<file path="src/rtl/can_accept_pkg.sv">
package can_accept_pkg;
  localparam int MaskW   = 32;
  localparam int SelW    = 8;
  // word layout: RTR at 31, IDE at 30, bit 29 unused, identifier in 28..0
  localparam logic [MaskW-1:0] MbCmpBits   = 32'h1FFF_FFFF;
  localparam logic [MaskW-1:0] FifoCmpBits = 32'hDFFF_FFFF;

  typedef struct packed {
    logic            wrShared;
    logic            wrDedA;
    logic            wrDedB;
    logic            wrIndiv;
    logic [SelW-1:0] indivSel;
    logic            capture;
  } ctrlStrobes_t;
endpackage

</file>
<file path="src/rtl/can_accept_ctrl.sv">
module can_accept_ctrl
  import can_accept_pkg::*;
#(
  parameter int ADDR_W     = 6,
  parameter int NUM_MB     = 16,
  parameter int INDIV_BASE = 16
) (
  input  logic              freeze,
  input  logic              wrEn,
  input  logic [ADDR_W-1:0] wrAddr,
  input  logic              cmpStrobe,
  output ctrlStrobes_t      strb
);
  localparam logic [ADDR_W-1:0] AddrShared = ADDR_W'(0);
  localparam logic [ADDR_W-1:0] AddrDedA   = ADDR_W'(1);
  localparam logic [ADDR_W-1:0] AddrDedB   = ADDR_W'(2);
  localparam int                IndivTop   = INDIV_BASE + NUM_MB;

  logic wrOk;
  logic inIndivRange;
  int   addrInt;

  always_comb begin
    wrOk         = wrEn && freeze;
    addrInt      = int'(wrAddr);
    inIndivRange = (addrInt >= INDIV_BASE) && (addrInt < IndivTop);
    strb.wrShared = wrOk && (wrAddr == AddrShared);
    strb.wrDedA   = wrOk && (wrAddr == AddrDedA);
    strb.wrDedB   = wrOk && (wrAddr == AddrDedB);
    strb.wrIndiv  = wrOk && inIndivRange;
    strb.indivSel = inIndivRange ? SelW'(addrInt - INDIV_BASE) : '0;
    strb.capture  = cmpStrobe;
  end
endmodule

</file>
<file path="src/rtl/can_accept_prio.sv">
module can_accept_prio #(
  parameter int N  = 16,
  parameter int IW = 4
) (
  input  logic [N-1:0]  vec,
  output logic          any,
  output logic [IW-1:0] idx
);
  always_comb begin
    any = |vec;
    idx = '0;
    for (int i = N - 1; i >= 0; i--) begin
      if (vec[i]) idx = IW'(i);
    end
  end
endmodule

</file>
<file path="src/rtl/can_accept_dp.sv">
module can_accept_dp
  import can_accept_pkg::*;
#(
  parameter int NUM_MB   = 16,
  parameter int FIFO_N   = 8,
  parameter int DED_MB_A = 14,
  parameter int DED_MB_B = 15,
  parameter int DED_FF_A = 6,
  parameter int DED_FF_B = 7,
  parameter int MB_IW    = 4,
  parameter int FF_IW    = 3
) (
  input  logic                    clk,
  input  logic                    rstN,
  input  ctrlStrobes_t            strb,
  input  logic [MaskW-1:0]        wrData,
  input  logic                    indivMode,
  input  logic                    fifoEn,
  input  logic [NUM_MB-1:0]       mbRxEn,
  input  logic [NUM_MB*MaskW-1:0] mbFilter,
  input  logic [FIFO_N*MaskW-1:0] fifoFilter,
  input  logic [28:0]             rxId,
  input  logic                    rxIde,
  input  logic                    rxRtr,
  output logic                    resValid,
  output logic [NUM_MB-1:0]       mbHit,
  output logic                    mbHitValid,
  output logic [MB_IW-1:0]        mbHitIdx,
  output logic [FIFO_N-1:0]       fifoHit,
  output logic                    fifoHitValid,
  output logic [FF_IW-1:0]        fifoHitIdx
);
  logic [MaskW-1:0] sharedMask;
  logic [MaskW-1:0] dedMaskA;
  logic [MaskW-1:0] dedMaskB;
  logic [MaskW-1:0] indivMask [NUM_MB];

  // mask storage
  always_ff @(posedge clk or negedge rstN) begin
    if (!rstN) begin
      sharedMask <= '1;
      dedMaskA   <= '1;
      dedMaskB   <= '1;
      for (int i = 0; i < NUM_MB; i++) indivMask[i] <= '1;
    end else begin
      if (strb.wrShared) sharedMask <= wrData;
      if (strb.wrDedA)   dedMaskA   <= wrData;
      if (strb.wrDedB)   dedMaskB   <= wrData;
      for (int i = 0; i < NUM_MB; i++) begin
        if (strb.wrIndiv && (int'(strb.indivSel) == i)) indivMask[i] <= wrData;
      end
    end
  end

  logic [MaskW-1:0]  rxWord;
  logic [NUM_MB-1:0] mbHitNext;
  logic [FIFO_N-1:0] fifoHitNext;

  assign rxWord = {rxRtr, rxIde, 1'b0, rxId};

  // per-buffer mask selection and compare
  for (genvar g = 0; g < NUM_MB; g++) begin : g_mb
    logic [MaskW-1:0] selMask;
    logic [MaskW-1:0] diff;
    always_comb begin
      if (indivMode)          selMask = indivMask[g];
      else if (g == DED_MB_A) selMask = dedMaskA;
      else if (g == DED_MB_B) selMask = dedMaskB;
      else                    selMask = sharedMask;
      diff = (rxWord ^ mbFilter[g*MaskW +: MaskW]) & selMask & MbCmpBits;
      mbHitNext[g] = mbRxEn[g] && (diff == '0);
    end
  end

  // per-element mask selection and compare for the FIFO filter table
  for (genvar k = 0; k < FIFO_N; k++) begin : g_ff
    logic [MaskW-1:0] selMask;
    logic [MaskW-1:0] diff;
    always_comb begin
      if (indivMode)          selMask = (k < NUM_MB) ? indivMask[k] : '1;
      else if (k == DED_FF_A) selMask = dedMaskA;
      else if (k == DED_FF_B) selMask = dedMaskB;
      else                    selMask = sharedMask;
      diff = (rxWord ^ fifoFilter[k*MaskW +: MaskW]) & selMask & FifoCmpBits;
      fifoHitNext[k] = fifoEn && (diff == '0);
    end
  end

  logic             mbAnyNext;
  logic [MB_IW-1:0] mbIdxNext;
  logic             ffAnyNext;
  logic [FF_IW-1:0] ffIdxNext;

  can_accept_prio #(.N(NUM_MB), .IW(MB_IW)) u_mbPrio (
    .vec(mbHitNext), .any(mbAnyNext), .idx(mbIdxNext)
  );
  can_accept_prio #(.N(FIFO_N), .IW(FF_IW)) u_ffPrio (
    .vec(fifoHitNext), .any(ffAnyNext), .idx(ffIdxNext)
  );

  always_ff @(posedge clk or negedge rstN) begin
    if (!rstN) begin
      resValid     <= 1'b0;
      mbHit        <= '0;
      mbHitValid   <= 1'b0;
      mbHitIdx     <= '0;
      fifoHit      <= '0;
      fifoHitValid <= 1'b0;
      fifoHitIdx   <= '0;
    end else begin
      resValid <= strb.capture;
      if (strb.capture) begin
        mbHit        <= mbHitNext;
        mbHitValid   <= mbAnyNext;
        mbHitIdx     <= mbIdxNext;
        fifoHit      <= fifoHitNext;
        fifoHitValid <= ffAnyNext;
        fifoHitIdx   <= ffIdxNext;
      end
    end
  end


  result_pulse_chk: assert property (@(posedge clk) disable iff (!rstN)
    strb.capture |=> resValid);

  no_spurious_result_chk: assert property (@(posedge clk) disable iff (!rstN)
    !strb.capture |=> !resValid);

  rx_enable_gate_chk: assert property (@(posedge clk) disable iff (!rstN)
    strb.capture |=> ((mbHit & ~$past(mbRxEn)) == '0));

  fifo_enable_gate_chk: assert property (@(posedge clk) disable iff (!rstN)
    (strb.capture && !fifoEn) |=> (fifoHit == '0));
endmodule

</file>
<file path="src/rtl/can_accept_filter.sv">
module can_accept_filter
  import can_accept_pkg::*;
#(
  parameter int NUM_MB     = 16,
  parameter int FIFO_N     = 8,
  parameter int ADDR_W     = 6,
  parameter int INDIV_BASE = 16,
  parameter int DED_MB_A   = 14,
  parameter int DED_MB_B   = 15,
  parameter int DED_FF_A   = 6,
  parameter int DED_FF_B   = 7,
  localparam int MB_IW     = (NUM_MB > 1) ? $clog2(NUM_MB) : 1,
  localparam int FF_IW     = (FIFO_N > 1) ? $clog2(FIFO_N) : 1
) (
  input  logic                    clk,
  input  logic                    rstN,
  input  logic                    freeze,
  input  logic                    wrEn,
  input  logic [ADDR_W-1:0]       wrAddr,
  input  logic [31:0]             wrData,
  input  logic                    indivMode,
  input  logic                    fifoEn,
  input  logic [NUM_MB-1:0]       mbRxEn,
  input  logic [NUM_MB*32-1:0]    mbFilter,
  input  logic [FIFO_N*32-1:0]    fifoFilter,
  input  logic                    cmpStrobe,
  input  logic [28:0]             rxId,
  input  logic                    rxIde,
  input  logic                    rxRtr,
  output logic                    resValid,
  output logic [NUM_MB-1:0]       mbHit,
  output logic                    mbHitValid,
  output logic [MB_IW-1:0]        mbHitIdx,
  output logic [FIFO_N-1:0]       fifoHit,
  output logic                    fifoHitValid,
  output logic [FF_IW-1:0]        fifoHitIdx
);
  ctrlStrobes_t strb;

  can_accept_ctrl #(.ADDR_W(ADDR_W), .NUM_MB(NUM_MB), .INDIV_BASE(INDIV_BASE)) u_ctrl (
    .freeze(freeze), .wrEn(wrEn), .wrAddr(wrAddr), .cmpStrobe(cmpStrobe), .strb(strb)
  );

  can_accept_dp #(
    .NUM_MB(NUM_MB), .FIFO_N(FIFO_N),
    .DED_MB_A(DED_MB_A), .DED_MB_B(DED_MB_B),
    .DED_FF_A(DED_FF_A), .DED_FF_B(DED_FF_B),
    .MB_IW(MB_IW), .FF_IW(FF_IW)
  ) u_dp (
    .clk(clk), .rstN(rstN), .strb(strb), .wrData(wrData),
    .indivMode(indivMode), .fifoEn(fifoEn), .mbRxEn(mbRxEn),
    .mbFilter(mbFilter), .fifoFilter(fifoFilter),
    .rxId(rxId), .rxIde(rxIde), .rxRtr(rxRtr),
    .resValid(resValid), .mbHit(mbHit), .mbHitValid(mbHitValid), .mbHitIdx(mbHitIdx),
    .fifoHit(fifoHit), .fifoHitValid(fifoHitValid), .fifoHitIdx(fifoHitIdx)
  );


  shared_frozen_chk: assert property (@(posedge clk) disable iff (!rstN)
    !freeze |=> $stable(u_dp.sharedMask));

  dedicated_frozen_chk: assert property (@(posedge clk) disable iff (!rstN)
    !freeze |=> ($stable(u_dp.dedMaskA) && $stable(u_dp.dedMaskB)));

  mb_index_set_chk: assert property (@(posedge clk) disable iff (!rstN)
    (resValid && mbHitValid) |-> (mbHit[mbHitIdx] &&
      ((mbHit & ((NUM_MB'(1) << mbHitIdx) - NUM_MB'(1))) == '0)));

  fifo_index_set_chk: assert property (@(posedge clk) disable iff (!rstN)
    (resValid && fifoHitValid) |-> (fifoHit[fifoHitIdx] &&
      ((fifoHit & ((FIFO_N'(1) << fifoHitIdx) - FIFO_N'(1))) == '0)));
endmodule

</file>
<file path="config.mk">
export PLATFORM = sky130hd
export DESIGN_NAME = can_accept_filter
export DESIGN_NICKNAME = d
export VERILOG_FILES = /design/src/rtl/can_accept_pkg.sv /design/src/rtl/can_accept_ctrl.sv /design/src/rtl/can_accept_prio.sv /design/src/rtl/can_accept_dp.sv /design/src/rtl/can_accept_filter.sv
export SDC_FILE = /design/constraint.sdc
export NUM_CORES = 2
export LEC_CHECK = 0
export CELL_PAD_IN_SITES_DETAIL_PLACEMENT = 1
export CELL_PAD_IN_SITES_GLOBAL_PLACEMENT = 1
export CORE_AREA = 2 2 345 347
export DETAILED_ROUTE_END_ITERATION = 8
export DIE_AREA = 0 0 347 349
export PLACE_DENSITY = 0.78
export RECOVER_POWER = 25
export SLEW_MARGIN = 30
export SYNTH_ARGS = -nofsm -noshare
export SYNTH_HDL_FRONTEND = slang
export SYNTH_SLANG_ARGS = --single-unit
</file>
<file path="constraint.sdc">
create_clock -name clk -period 2.6 [get_ports clk]
set_input_delay 0.65 -clock clk [delete_from_list [all_inputs] [get_ports clk]]
set_output_delay 0.65 -clock clk [all_outputs]
set_load 0.02 [all_outputs]
</file>
Word-level counts from Yosys, hierarchy flattened
Cells that the tools add are included.

storage, ports and cells
  logic and storage cells = 211
  input port bits = 860
  memories = 0
  ROM bits = 0
  memory bits (writable) = 0
  bits in latches = 0
  bits in registers = 618
  output and inout port bits = 34

operators by class
  $mul = 0
  equal/unequal tests = 17
  shift-type cells = 0
  magnitude comparators = 2
  div/mod/pow operators = 0
  reduce and logical (&&, ||, !) cells = 74
  add/sub/neg operators = 1
  muxes and demuxes = 43
  bitwise gates (word level) = 48

operators with widths
  cell                 count
  $logic_not 32->1     24
  $and 29x29->29       16
  $xor 29x29->29       16
  $mux 29              10
  $and 32x32->32       8
  $mux 32              8
  $xor 32x32->32       8
  $eq 8x5->1 const B   8
  $mux 4               16
  $logic_and 1x1->1    46
  $eq 8x4->1 const B   4
  $mux 3               8
  $eq 8x3->1 const B   2
  $reduce_or 16->1     1
  $eq 8x2->1 const B   1
  $logic_not 8->1      1
  $mux 8               1
  $reduce_or 8->1      1
  $sub 6x5->7 const B  1
  $eq 6x1->1 const B   1
  $eq 6x2->1 const B   1
  $ge 6x5->1 const B   1
  $logic_not 6->1      1
  $lt 6x6->1 const B   1

Logic depth before layout (Yosys ltp)
  word-level depth = 20
  gate-level depth with buffers = 14
  mapped depth without buffers = 8

Hierarchy
From an unflattened synthesis, not the netlist that was laid out.

unflattened totals
  cell total of the unflattened synthesis = 3521
  area, all modules = 39097.5 µm²

modules (own cells, without submodules)
  module                            times used  seq. area each (µm²)  cells each  area an instance (µm²)
  can_accept_dp                     1           15906.5               3454        38678.3
  can_accept_prio at u_dp.u_mbPrio  1           0.0                   34          176.4
  can_accept_ctrl                   1           0.0                   20          161.4
  can_accept_prio at u_dp.u_ffPrio  1           0.0                   13          81.3

Least setup slack after synthesis
OpenSTA, ideal clock, no wires.

  path kind = input -> register
  from = input port indivMode
  to = register u_dp.mbHitIdx[0]
  data arrival time = 2.639 ns
  setup slack = -0.158 ns
  stages = 13
  required time = 2.481 ns
  buffers on the path = 5
  setup time = 0.119 ns
  cell sequence = buf_6 -> buf_6 -> buf_6 -> buf_6 -> buf_6 -> mux2i_1 -> o22ai_1 -> nor4_1 -> nand4_1 -> a211oi_1 -> o2111a_1 -> a311oi_1 -> a21bo_1

on the way
  cells in the longest elaborated chain, start to end = 20
  elaborated cells between the ends (all ways) = 80
  those cells by class = 32 x mux; 16 x bitwise; 32 x reduce/logical

ends and longest elaborated chain
  item                    line                     source
  start: declaration      can_accept_filter.sv:21  input logic indivMode,
  $mux 29                 can_accept_dp.sv:66      if (indivMode) selMask = indivMask[g];
  $and 29x29->29          can_accept_dp.sv:70      diff = (rxWord ^ mbFilter[g*MaskW +: MaskW]) & selMask & MbCmpBits;
  $logic_not 32->1        can_accept_dp.sv:71      mbHitNext[g] = mbRxEn[g] && (diff == '0);
  $logic_and 1x1->1       can_accept_dp.sv:71
  $mux 4 (15 in a row)    can_accept_prio.sv:13    if (vec[i]) idx = IW'(i);
  $mux 4 (*)              can_accept_prio.sv:13
  end signal: assignment  can_accept_dp.sv:115     mbHitIdx <= mbIdxNext;
  end: declaration        can_accept_dp.sv:28      output logic [MB_IW-1:0] mbHitIdx,

Mark *: on every way between the ends. The rest lies on a longest branch, timed or not.
A chain may end at the register's enable or synchronous reset.

Worst setup path in the final report
  from = register u_dp.sharedMask[1]
  to = register u_dp.mbHitValid

on the way
  cells in the longest elaborated chain, start to end = 5
  elaborated cells between the ends (all ways) = 57
  those cells by class = 14 x mux; 14 x bitwise; 29 x reduce/logical

ends and longest elaborated chain
  item                             line                   source
  start: declaration               can_accept_dp.sv:33    logic [MaskW-1:0] sharedMask;
  start signal: assignment         can_accept_dp.sv:46    if (strb.wrShared) sharedMask <= wrData;
  $mux 32 (tied with other cells)  can_accept_dp.sv:66
  $and 29x29->29                   can_accept_dp.sv:70
  $logic_not 32->1                 can_accept_dp.sv:71
  $logic_and 1x1->1                can_accept_dp.sv:71
  $reduce_or 16->1 (*)             can_accept_prio.sv:10  any = |vec;
  end signal: assignment           can_accept_dp.sv:114   mbHitValid <= mbAnyNext;
  end: declaration                 can_accept_dp.sv:27    output logic mbHitValid,

Marks and branches as above.

==> metrics.cfg <==
[setup_path]
slowest_stage=sky130_fd_sc_hd__dfstp_2
arrival_time_of_the_worst_setup_path_ps=3410
r2r_setup_slack_ps=-280
critical-path-top-cell-by-count=sky130_fd_sc_hd__buf_4
critPathKind=register to register
worst_path_largest_cell_delay_ps=620
crit_path_cell_trace=buf_4 -> mux2i_1 -> o22ai_1 -> nor4_2 -> nand4_1 -> buf_4 -> nand3b_1 -> or2_4 -> o32a_1
critPathRequiredTime_ps=3130
worstPathMaxFanout=6
worstReg2RegEnd=u_dp.mbHitValid
end_kind=register
timing.critical_path.from_type=register
r2r-start=u_dp.sharedMask[1]
timing.reg2reg.worst_path_depth=9

[die]
io_pins=894
chipHeight_um=349
die_w_um=347
floorplan.core_area_um2=117000
rows=126
die_area_um2=121000
floorplan.initialDensity_pct=34.1

[synthesis]
synth.yosys.warnings=0
ys_top_cells_by_area=sky130_fd_sc_hd__dfstp_2 38%, sky130_fd_sc_hd__mux2_2 16%, sky130_fd_sc_hd__xnor2_1 16%
mappedNetlistArea_um2=40100
synthFlopType=sky130_fd_sc_hd__dfstp_2
synthMostInstantiatedCell=sky130_fd_sc_hd__xnor2_1
synth_sequential_area_ratio_pct=39.7
synth_enable_flop_cells=0
syn_nets=4348
synth_top_cell_area_share_pct=37.6
yosys.cell_types.count=50
synth_top_cells_by_count=711 x sky130_fd_sc_hd__xnor2_1, 578 x sky130_fd_sc_hd__mux2_2, 573 x sky130_fd_sc_hd__dfstp_2
largest_area_contributor_in_the_netlist=sky130_fd_sc_hd__dfstp_2
syn-instance-count=3485
synth_area_per_cell_um2=11.5
yosys_register_bits=607
async_flop_share_pct=100

[routing]
dr_total_vias=41806
detail_route.vias_per_cell=6.06
routed_wirelength_mm=292
avgRoutedWirePerCell_um=42.3
drt-initial-drc-count=4823
drt_pre_antenna_iters=6
drt_drc_violations_left=0
detail-route-antenna-nets=0

[hold_path]
hold_path_cells=1
worstHoldPathType=register to register
hold_end=u_dp.mbHit[0]
worstHoldStart=u_dp.mbHit[0]

[timing]
final.setup_skew_ps=29.9
worst_slew_pin_slew_ps=1870
worst_hold_slack_ps=514
fmax_mhz=347
share_of_the_clock_period_used_by_the_worst_path_after_layout_pct=111
finalCriticalPeriod_ps=2880
unrepaired_setup_endpoints_after_global_routing=yes
hold_viol_final=0
final.setup.worst_slack_ps=-281
maxSlewViolCount=52
relSlewSlack_pct=-24.7
setup_viol_count_final=10

[grt]
first_global_vias=43072
total_congestion_overflow=0
grt_antenna_before_repair=32
wire_length_of_the_first_global_routing_pass_mm=379
grt_usage_pct=46.4
grt_max_degree=72

[place]
portBuffers=836
routability_driven_placement_congestion_ratio=1.06
pre_cts_slack_ps=-1470
hpwl_mm=228

[job]
drv_cap=1

[cts]
cts_hold_buffers=0
ctsRootBufferMaster=sky130_fd_sc_hd__clkbuf_16
cts_max_path_buffers=3
numCtsBuffers=75
worstSkewPairLatency_ps=670
clock_tree_from_tritoncts=built
clk_pin_slew_worst_paths_ps=60
ctsHtreeMaxLevel=3
cts.sink_count=607

[power]
power_density_relative_to_cell_area_nw_per_um2=528
p_leak_uw=0.0260
power.ir.vdd_worst_mv=0.473

[layout]
final_net_count=6147
area_delta_synth_final_pct=58.8
layout-drive-gt1-share_pct=50.2

[outcome]
run_status=finished, violations left
violations_in_the_final_reports=capacitance limit, slew limit, setup timing

-- worst max-delay path: cells and delay by family, from the launching register on --
| family | cells | cell delay [ps] |
|---|---|---|
| and+or+nand+nor | 4 | 800 |
| muxes | 1 | 130 |
| buffers and inverters | 2 | 400 |
| AOI/OAI and AO/OA | 2 | 790 |
| DFF | 1 | 620 |
-- worst max path at each step --
stage                     slack, ps           startpoint                 end  depth (start not counted)
final                          -280   u_dp.sharedMask[1]     u_dp.mbHitValid                          9
after global placement        -1350            indivMode  u_dp.fifoHitIdx[0]                         14
after CTS                      -170  u_dp.sharedMask[20]     u_dp.mbHitValid                         10
after floorplan                 -70            indivMode    u_dp.mbHitIdx[0]                         13
after detailed placement      -1470            indivMode  u_dp.fifoHitIdx[0]                         14
after global routing           -290  u_dp.sharedMask[10]     u_dp.mbHitValid                         11
-- logic make-up (layout without fill, tap and decap cells) --
group           count (synthesis)  count (layout)  share of synthesized area, %
compound gates                475             475                          7.32
xor+xnor                      712             712                          15.6
fa+ha+maj                       3               3                        0.0937
buf+inv                       308            2168                          4.13
flops                         607             607                          39.7
mux                          1105            1105                          29.4
other cells                     0              17                             0
simple gates                  275             275                          3.80
-- what timing repair did --
item,in CTS,in global routing
resized for setup,179,138
pin swaps,43,32
buffers inserted,47,39
cloned,6,5
setup endpoints to repair,17,14
-- power breakdown --
group | switching, uW | internal, uW | total (uW)
clock | 4750 | 6490 | 11200
combinational | 6270 | 5460 | 11700
sequential | 499 | 10100 | 10600
total | 11500 | 22100 | 33600
-- cell type report --
cell class                 instances  area, um2
tap                             1536       1920
clock buffer                     101       2130
antenna                           17       42.5
inverter                           5       18.8
multi-input combinational       2570      23800
fill                           12168      53800
timing repair buffer            2025      19400
clock inverter                    37        437
sequential                       607      15900
-- through the flow --
stage	cells	util, %	total power (uW)	instance area (um2)	TNS [ps]
floorplan	3485	-	14000	40300	-117
global placement	6653	49.8	21100	58500	-158460
detailed placement	6653	49.8	21200	58500	-192060
CTS	6839	53.2	32800	62500	-587
global route	6888	54.2	34000	63600	-2070
finish	6898	54.2	33600	63600	-1300
-- flip-flops by register name, summed over array words and instances (netlist names) --
| register | flops |
|---|---|
| u_dp.dedMaskA | 31 |
| u_dp.dedMaskB | 31 |
| u_dp.fifoHit | 8 |
| u_dp.fifoHitIdx | 3 |
| u_dp.fifoHitValid | 1 |
| u_dp.indivMask | 480 |
| u_dp.mbHit | 16 |
| u_dp.mbHitIdx | 4 |
| u_dp.mbHitValid | 1 |
| u_dp.resValid | 1 |
| u_dp.sharedMask | 31 |
-- cells in the final DEF, fill, tap and decap left out, drive strengths merged, types with 8 or more instances in the layout --
cell type / instances
inv: 10
nand4: 31
nor2: 38
dfrtp: 34
dfstp: 573
nand2: 43
clkinv: 20
mux2i: 527
o22ai: 391
clkbuf: 118
nand2b: 9
buf: 1198
diode: 17
mux2: 578
nor3: 22
o21ai: 50
a21oi: 14
nor4: 101
xnor2: 711
clkdlybuf4s50: 803
nand3: 8
-- metal layers --
layer  global-route usage (%)  vias to the layer above  routed length [um]
met5                        0                        -                 172
met4                     27.8                       24               20600
met3                     13.8                      850               32800
met2                     69.7                     3014              125000
met1                     58.6                    21612              113000
li1                         -                    16306                   -
Note: power is estimated with default switching activity, not from simulation.
